File: config.mk
export PLATFORM = sky130hd
export DESIGN_NAME = bcd_rtc_regs
export DESIGN_NICKNAME = d
export VERILOG_FILES = /design/src/rtl/rtc_pkg.sv /design/src/rtl/rtc_month_len.sv /design/src/rtl/rtc_time_core.sv /design/src/rtl/rtc_view.sv /design/src/rtl/rtc_ctl.sv /design/src/rtl/bcd_rtc_regs.sv
export SDC_FILE = /design/constraint.sdc
export NUM_CORES = 1
export LEC_CHECK = 0
export CORE_UTILIZATION = 50
export DETAILED_ROUTE_END_ITERATION = 8
export PLACE_DENSITY = 0.72
export SLEW_MARGIN = 10
export SYNTH_ARGS = -nofsm -noshare
export SYNTH_HDL_FRONTEND = slang
export SYNTH_SLANG_ARGS = --single-unit
File: constraint.sdc
create_clock -name clk -period 3.55 [get_ports clk]
set_input_delay 0.71 -clock clk [delete_from_list [all_inputs] [get_ports clk]]
set_output_delay 0.71 -clock clk [all_outputs]
set_load 0.02 [all_outputs]
File: src/rtl/rtc_pkg.sv
// Shared types and helpers for the BCD calendar register bank.
// Assumes packed-BCD digit pairs, low nibble ones, high nibble tens.
package rtc_pkg;
    localparam int NUM_TIME  = 8;
    localparam int IDX_W     = $clog2(NUM_TIME);
    localparam int BYTE_W    = 8;
    localparam logic [7:0] ADDR_CTL  = 8'h0C;
    localparam logic [7:0] ADDR_FLAG = 8'h0F;
    localparam int HALT_BIT  = 6;
    localparam int FAIL_BIT  = 2;

    typedef logic [NUM_TIME-1:0][BYTE_W-1:0] rtc_bank_t;

    // Advance a two-digit BCD value by one, no wrap handling.
    function automatic logic [7:0] bcd_inc(input logic [7:0] v);
        if (v[3:0] >= 4'h9) bcd_inc = {v[7:4] + 4'h1, 4'h0};
        else                bcd_inc = {v[7:4], v[3:0] + 4'h1};
    endfunction
endpackage

File: src/rtl/rtc_month_len.sv
// Last day of a month in BCD, from a BCD month and a BCD two-digit year.
// Leap rule: year modulo 4 equal to zero gives a 29-day February.
module rtc_month_len (
    input  logic [4:0] month,
    input  logic [7:0] year,
    output logic [5:0] last_day
);
    logic [5:0] mod_sum;
    logic       leap;

    // Year mod 4 from BCD digits: (10*t + o) mod 4 = (2*t + o) mod 4.
    always_comb begin
        mod_sum = {1'b0, year[7:4], 1'b0} + {2'b00, year[3:0]};
        leap    = (mod_sum[1:0] == 2'b00);
    end

    // Month length table.
    always_comb begin
        case (month)
            5'h02:                      last_day = leap ? 6'h29 : 6'h28;
            5'h04, 5'h06, 5'h09, 5'h11: last_day = 6'h30;
            default:                    last_day = 6'h31;
        endcase
    end
endmodule

File: src/rtl/rtc_time_core.sv
// Running calendar counters in packed BCD with a carry chain from
// seconds up to year. Assumes at most one load per cycle; a load wins
// over both pulses in that cycle. The stop bit freezes everything.
module rtc_time_core
    import rtc_pkg::*;
(
    input  logic             clk,
    input  logic             rst_n,
    input  logic             sec_tick,
    input  logic             sub_tick,
    input  logic             load,
    input  logic [IDX_W-1:0] load_idx,
    input  logic [7:0]       load_data,
    output rtc_bank_t        bank
);
    logic [7:0] hund, yr;
    logic [6:0] sec, mins;
    logic [5:0] hr, mday;
    logic [4:0] mon;
    logic [2:0] wday;
    logic       stop;

    logic [5:0] last_day;
    logic [7:0] hund_n, sec_n, min_n, hr_n, day_n, mon_n, yr_n;
    logic       sec_wrap, min_wrap, hr_wrap, day_wrap, mon_wrap;

    rtc_month_len u_len (
        .month    (mon),
        .year     (yr),
        .last_day (last_day)
    );

    // Increments and carry chain for one seconds pulse.
    always_comb begin
        hund_n   = bcd_inc(hund);
        sec_n    = bcd_inc({1'b0, sec});
        min_n    = bcd_inc({1'b0, mins});
        hr_n     = bcd_inc({2'b00, hr});
        day_n    = bcd_inc({2'b00, mday});
        mon_n    = bcd_inc({3'b000, mon});
        yr_n     = bcd_inc(yr);
        sec_wrap = (sec >= 7'h59);
        min_wrap = sec_wrap && (mins >= 7'h59);
        hr_wrap  = min_wrap && (hr >= 6'h23);
        day_wrap = hr_wrap && (mday >= last_day);
        mon_wrap = day_wrap && (mon >= 5'h12);
    end

    // Counter update: reset, then direct load, then pulses when running.
    always_ff @(posedge clk) begin
        if (!rst_n) begin
            hund <= 8'h00; stop <= 1'b0; sec <= 7'h00; mins <= 7'h00;
            hr <= 6'h00; wday <= 3'd1; mday <= 6'h01; mon <= 5'h01; yr <= 8'h00;
        end else if (load) begin
            case (load_idx)
                3'd0: hund <= 8'h00;
                3'd1: begin stop <= load_data[7]; sec <= load_data[6:0]; end
                3'd2: mins <= load_data[6:0];
                3'd3: hr   <= load_data[5:0];
                3'd4: wday <= load_data[2:0];
                3'd5: mday <= load_data[5:0];
                3'd6: mon  <= load_data[4:0];
                default: yr <= load_data;
            endcase
        end else if (!stop) begin
            if (sec_tick) begin
                hund <= 8'h00;
                sec  <= sec_wrap ? 7'h00 : sec_n[6:0];
                if (sec_wrap) mins <= min_wrap ? 7'h00 : min_n[6:0];
                if (min_wrap) hr   <= hr_wrap ? 6'h00 : hr_n[5:0];
                if (hr_wrap) begin
                    wday <= (wday >= 3'd7) ? 3'd1 : wday + 3'd1;
                    mday <= day_wrap ? 6'h01 : day_n[5:0];
                end
                if (day_wrap) mon <= mon_wrap ? 5'h01 : mon_n[4:0];
                if (mon_wrap) yr  <= (yr >= 8'h99) ? 8'h00 : yr_n;
            end else if (sub_tick) begin
                hund <= (hund >= 8'h99) ? 8'h00 : hund_n;
            end
        end
    end

    // Byte image of the counters in map order.
    always_comb begin
        bank[0] = hund;
        bank[1] = {stop, sec};
        bank[2] = {1'b0, mins};
        bank[3] = {2'b00, hr};
        bank[4] = {5'b00000, wday};
        bank[5] = {2'b00, mday};
        bank[6] = {3'b000, mon};
        bank[7] = yr;
    end
endmodule

File: src/rtl/rtc_view.sv
// Software-visible copy of the time bytes. While halt is set the copy
// holds; otherwise it tracks the live counters every cycle.
module rtc_view
    import rtc_pkg::*;
(
    input  logic      clk,
    input  logic      rst_n,
    input  logic      halt,
    input  rtc_bank_t live,
    output rtc_bank_t view
);
    rtc_bank_t snap;

    for (genvar i = 0; i < NUM_TIME; i++) begin : g_snap
        // Capture byte i while the halt latch is clear.
        always_ff @(posedge clk) begin
            if (!rst_n)     snap[i] <= '0;
            else if (!halt) snap[i] <= live[i];
        end
    end

    // Read source: frozen copy while halted, live otherwise.
    always_comb view = halt ? snap : live;
endmodule

File: src/rtl/rtc_ctl.sv
// Halt latch and sticky failure flag. The fail input wins over a
// clearing write in the same cycle.
module rtc_ctl (
    input  logic clk,
    input  logic rst_n,
    input  logic osc_fail,
    input  logic halt_wr,
    input  logic halt_bit,
    input  logic flag_wr,
    input  logic fail_bit,
    output logic halt_q,
    output logic fail_q
);
    // Halt latch, loaded only by a write to the control byte.
    always_ff @(posedge clk) begin
        if (!rst_n)       halt_q <= 1'b0;
        else if (halt_wr) halt_q <= halt_bit;
    end

    // Failure flag: set by input, cleared only by writing zero.
    always_ff @(posedge clk) begin
        if (!rst_n) fail_q <= 1'b0;
        else        fail_q <= osc_fail | (fail_q & ~(flag_wr & ~fail_bit));
    end
endmodule

File: src/rtl/bcd_rtc_regs.sv
// Top of the BCD calendar register bank: address decode, write routing
// and read multiplexing. Assumes a single-cycle write strobe and a
// combinational read of the addressed byte.
module bcd_rtc_regs
    import rtc_pkg::*;
#(
    parameter int ADDR_W = 5
) (
    input  logic              clk,
    input  logic              rst_n,
    input  logic              sec_tick,
    input  logic              sub_tick,
    input  logic              osc_fail,
    input  logic [ADDR_W-1:0] addr,
    input  logic [7:0]        wdata,
    input  logic              wr,
    output logic [7:0]        rdata
);
    localparam logic [ADDR_W-1:0] A_CTL  = ADDR_W'(ADDR_CTL);
    localparam logic [ADDR_W-1:0] A_FLAG = ADDR_W'(ADDR_FLAG);
    localparam logic [ADDR_W-1:0] A_TOP  = ADDR_W'(NUM_TIME);

    rtc_bank_t live_bank, view_bank;
    logic      is_time, halt_q, fail_q;

    // Time block occupies the lowest NUM_TIME addresses.
    always_comb is_time = (addr < A_TOP);

    rtc_time_core u_core (
        .clk       (clk),
        .rst_n     (rst_n),
        .sec_tick  (sec_tick),
        .sub_tick  (sub_tick),
        .load      (wr && is_time),
        .load_idx  (addr[IDX_W-1:0]),
        .load_data (wdata),
        .bank      (live_bank)
    );

    rtc_view u_view (
        .clk   (clk),
        .rst_n (rst_n),
        .halt  (halt_q),
        .live  (live_bank),
        .view  (view_bank)
    );

    rtc_ctl u_ctl (
        .clk      (clk),
        .rst_n    (rst_n),
        .osc_fail (osc_fail),
        .halt_wr  (wr && (addr == A_CTL)),
        .halt_bit (wdata[HALT_BIT]),
        .flag_wr  (wr && (addr == A_FLAG)),
        .fail_bit (wdata[FAIL_BIT]),
        .halt_q   (halt_q),
        .fail_q   (fail_q)
    );

    // Read multiplexer over the full address.
    always_comb begin
        rdata = 8'h00;
        if (is_time)               rdata = view_bank[addr[IDX_W-1:0]];
        else if (addr == A_CTL)    rdata[HALT_BIT] = halt_q;
        else if (addr == A_FLAG)   rdata[FAIL_BIT] = fail_q;
    end
endmodule

==> summary.md <==
| Metric | Value |
|---|---|
| Status | finished, final reports clean |
| Htree depth | 3 |
| Sw Ratio | 0.241 |
| Syn. warnings | 0 |
| Final net count | 778 |
| Maxcap violations | 0 |
| Grt ovf | 0 |
| Worst Tran Pin Value | 0.753 ns |
| RR Endpoint | u_core.mday[5] |
| Crit end category | output port |
| Clk buf depth | 2 |
| Hpwl dp | 12.5 mm |
| Mean Syn Cell Area | 9.00 sq um |
| Fin. max-slew vios | 0 |
| FF-to-FF Start | u_core.mon[1] |
| CP arrival | 2.69 ns |
| Drt first pass iters | 5 |
| Critical path launch point type | input pin |
| Detailed Route Iter0 Violations | 578 |
| WS Path Type | in -> out |
| Power density over the cells | 340 nW/um^2 |
| Initial antenna violation count | 0 |
| Fin crit period | 3.40 ns |
| CTS buffer count | 9 |
| Largest area contributor in the netlist | dfxtp_1 |
| RSZ-0062 raised after global routing | no |
| VDD IR max | 0.240 mV |
| Layout cell share with drive strength beyond 1 | 0.128 |
| Netlist cell types | 80 |
| Sequential fraction of the synthesis area | 0.337 |
| Vias | 5495 |
| N_diodes | 0 |
| Power Internal | 1.83 mW |
| Post-route ant nets | 0 |
| # setup viols final | 0 |
| Layout Cells excl Fill | 871 |
| Synth Flop Type | dfxtp_1 |
| Hold_buf cts | 0 |
| Drt wl/cell | 19.6 um |
| Leakage power | 2.65 nW |
| Share of power burned in registers | 0.499 |
| Remaining DRCs | 0 |
| CP endpoint | rdata[1] |
| CTS tree | yes |
| Clock skew | 0.00823 ns |
| Clock Power Share | 0.407 |
| Die width | 113 um |
| Worst r2r path cells | 14 |
| Reg2Reg Setup Slack | 0.23 ns |
| Achievable frequency | 0.294 GHz |
| Root Driver | clkbuf_16 |
| Vias in the first global route | 5209 |
| Die area | 12800 sq um |
| Core Region | 12000 sq um |
| Largest net degree at the start of global routing | 53 |
| Synth top area cells | dfxtp_1 (34%), mux2i_1 (8.9%), ha_1 (7.5%), mux4_2 (6.6%), nor2_1 (6.3%) |
| Min-delay worst type | reg -> reg |
| Total length of routed wires | 17.1 mm |
| Crit-path max FO | 12 |
| Commonest cells after routing, fill and taps aside | nor2_1 (103), dfxtp_1 (103), mux2i_1 (55) |
| Die height | 113 um |
| Tcrit/Tclk final | 0.957 |
| PortBufs | 26 |
| Vias per inst | 6.31 |
| Logic gate share of total power | 0.094 |
| Power Total | 2.41 mW |
| Placer Congestion | 0.889 |
| Cells after synthesis | 686 |
| Post-synth ARST share | 0 |
| #FFs+latches synth | 104 |
| Worst path required time | 2.84 ns |
| Switching power | 0.581 mW |
| Clock latency on the worst-skew pair | 0.35 ns |
| Placed cell count | 858 |
| CTS sink cnt | 104 |
| Area of the mapped netlist | 6170 sq um |
| Initial Util | 0.514 |
| Post-Syn Nets | 742 |
| First-pass GRT wire length | 27.4 mm |
| Final Hold Violating Endpoints | 0 |
| Row count | 40 |
| Slew HR | 0.498 |
| Synth top area share | 0.337 |
| GR Util All Layers | 0.278 |
| Crit path from | addr[0] |
| I/O Pins | 27 |
| P&R area growth vs syn | 14.9% |
| Post-synth EDFFs | 0 |
| Worst-path clk slew | 0.06 ns |
[cell families after synthesis]
group	count (synthesis)	share of synthesized area
xor+xnor	3	0.00426
compound gates	175	0.204
buf+inv	71	0.0468
simple gates	221	0.174
flops	104	0.337
fa+ha+maj	37	0.0750
mux	75	0.159
[routing by layer]
metal	vias up	routed length, um	global-route usage
met5	-	0	0
met4	0	497	0.118
met3	44	1120	0.0632
met2	213	7970	0.430
met1	2652	7530	0.374
li1	2586	-	-
[worst min path at each step]
stage                          from               to  slack [ns]  cells after the start
floorplan              u_ctl.fail_q     u_ctl.fail_q        0.45                      2
global placement     u_view.snap[8]   u_view.snap[8]        0.47                      2
detailed placement  u_view.snap[12]  u_view.snap[12]        0.48                      2
CTS                 u_view.snap[12]  u_view.snap[12]        0.50                      2
global route         u_core.wday[2]   u_core.wday[2]        0.53                      2
finish              u_view.snap[12]  u_view.snap[12]        0.49                      2
[stage by stage]
stage,TNS (ns),worst slack (ns),utilization,instance area (sq um),hold slack [ns]
6_report,0,0.154,0.591,7090,0.491
5_1_grt,0,0.0387,0.591,7090,0.530
4_1_cts,0,0.0248,0.589,7070,0.498
3_5_place_dp,-0.162,-0.0721,0.566,6800,0.482
3_3_place_gp,-0.128,-0.0646,0.566,6800,0.470
2_1_floorplan,0,0.597,-,6170,0.451
[state kept, by name (all words and copies together), names as in the netlist]
name          flops
u_core.hund       8
u_core.sec        7
u_ctl.fail_q      1
u_core.wday       3
u_view.snap      51
u_core.stop       1
u_core.yr         8
u_core.mon        5
u_ctl.halt_q      1
u_core.hr         6
u_core.mins       7
u_core.mday       6
[synth_stat cells (9+ instances only)]
master and n:
a21oi_1 40, nand2_1 36, dfxtp_1 104, a211oi_1 15, mux4_2 18, buf_2 11
and2_1 9, inv_1 33, ha_1 37, o21ai_0 35, nand3_1 20, clkbuf_1 21
nor2_1 103, mux2i_1 55
[layout make-up]
class | instances | area [sq um]
Multi-Input combinational cell | 511 | 3820
Clock inverter | 1 | 30.0
Tap cell | 147 | 184
Sequential cell | 104 | 2090
Clock buffer | 12 | 246
Fill cell | 1026 | 4920
Inverter | 33 | 124
Timing Repair Buffer | 63 | 603
[critical path, cell delays in order]
cell and delay [ns]:
clkdlybuf4s50_1 0.53, buf_4 0.22, mux4_2 0.31, mux4_2 0.46, nor2b_1 0.14, dlygate4sd2_1 0.32
[power groups by stage]
stage	Clock, mW	Sequential, mW	Combinational [mW]
after floorplan	0	1.22	0.131
after global placement	0	1.23	0.217
after detailed placement	0	1.23	0.224
after CTS	0.988	1.20	0.224
after global routing	1.05	1.21	0.244
final	0.980	1.20	0.227
[repair_timing]
item                                    in CTS  in global routing
setup buffers                                0                  0
endpoints found under the setup margin       4                  9
gates resized for setup                      4                  5
(Power assumes the default switching activity.)
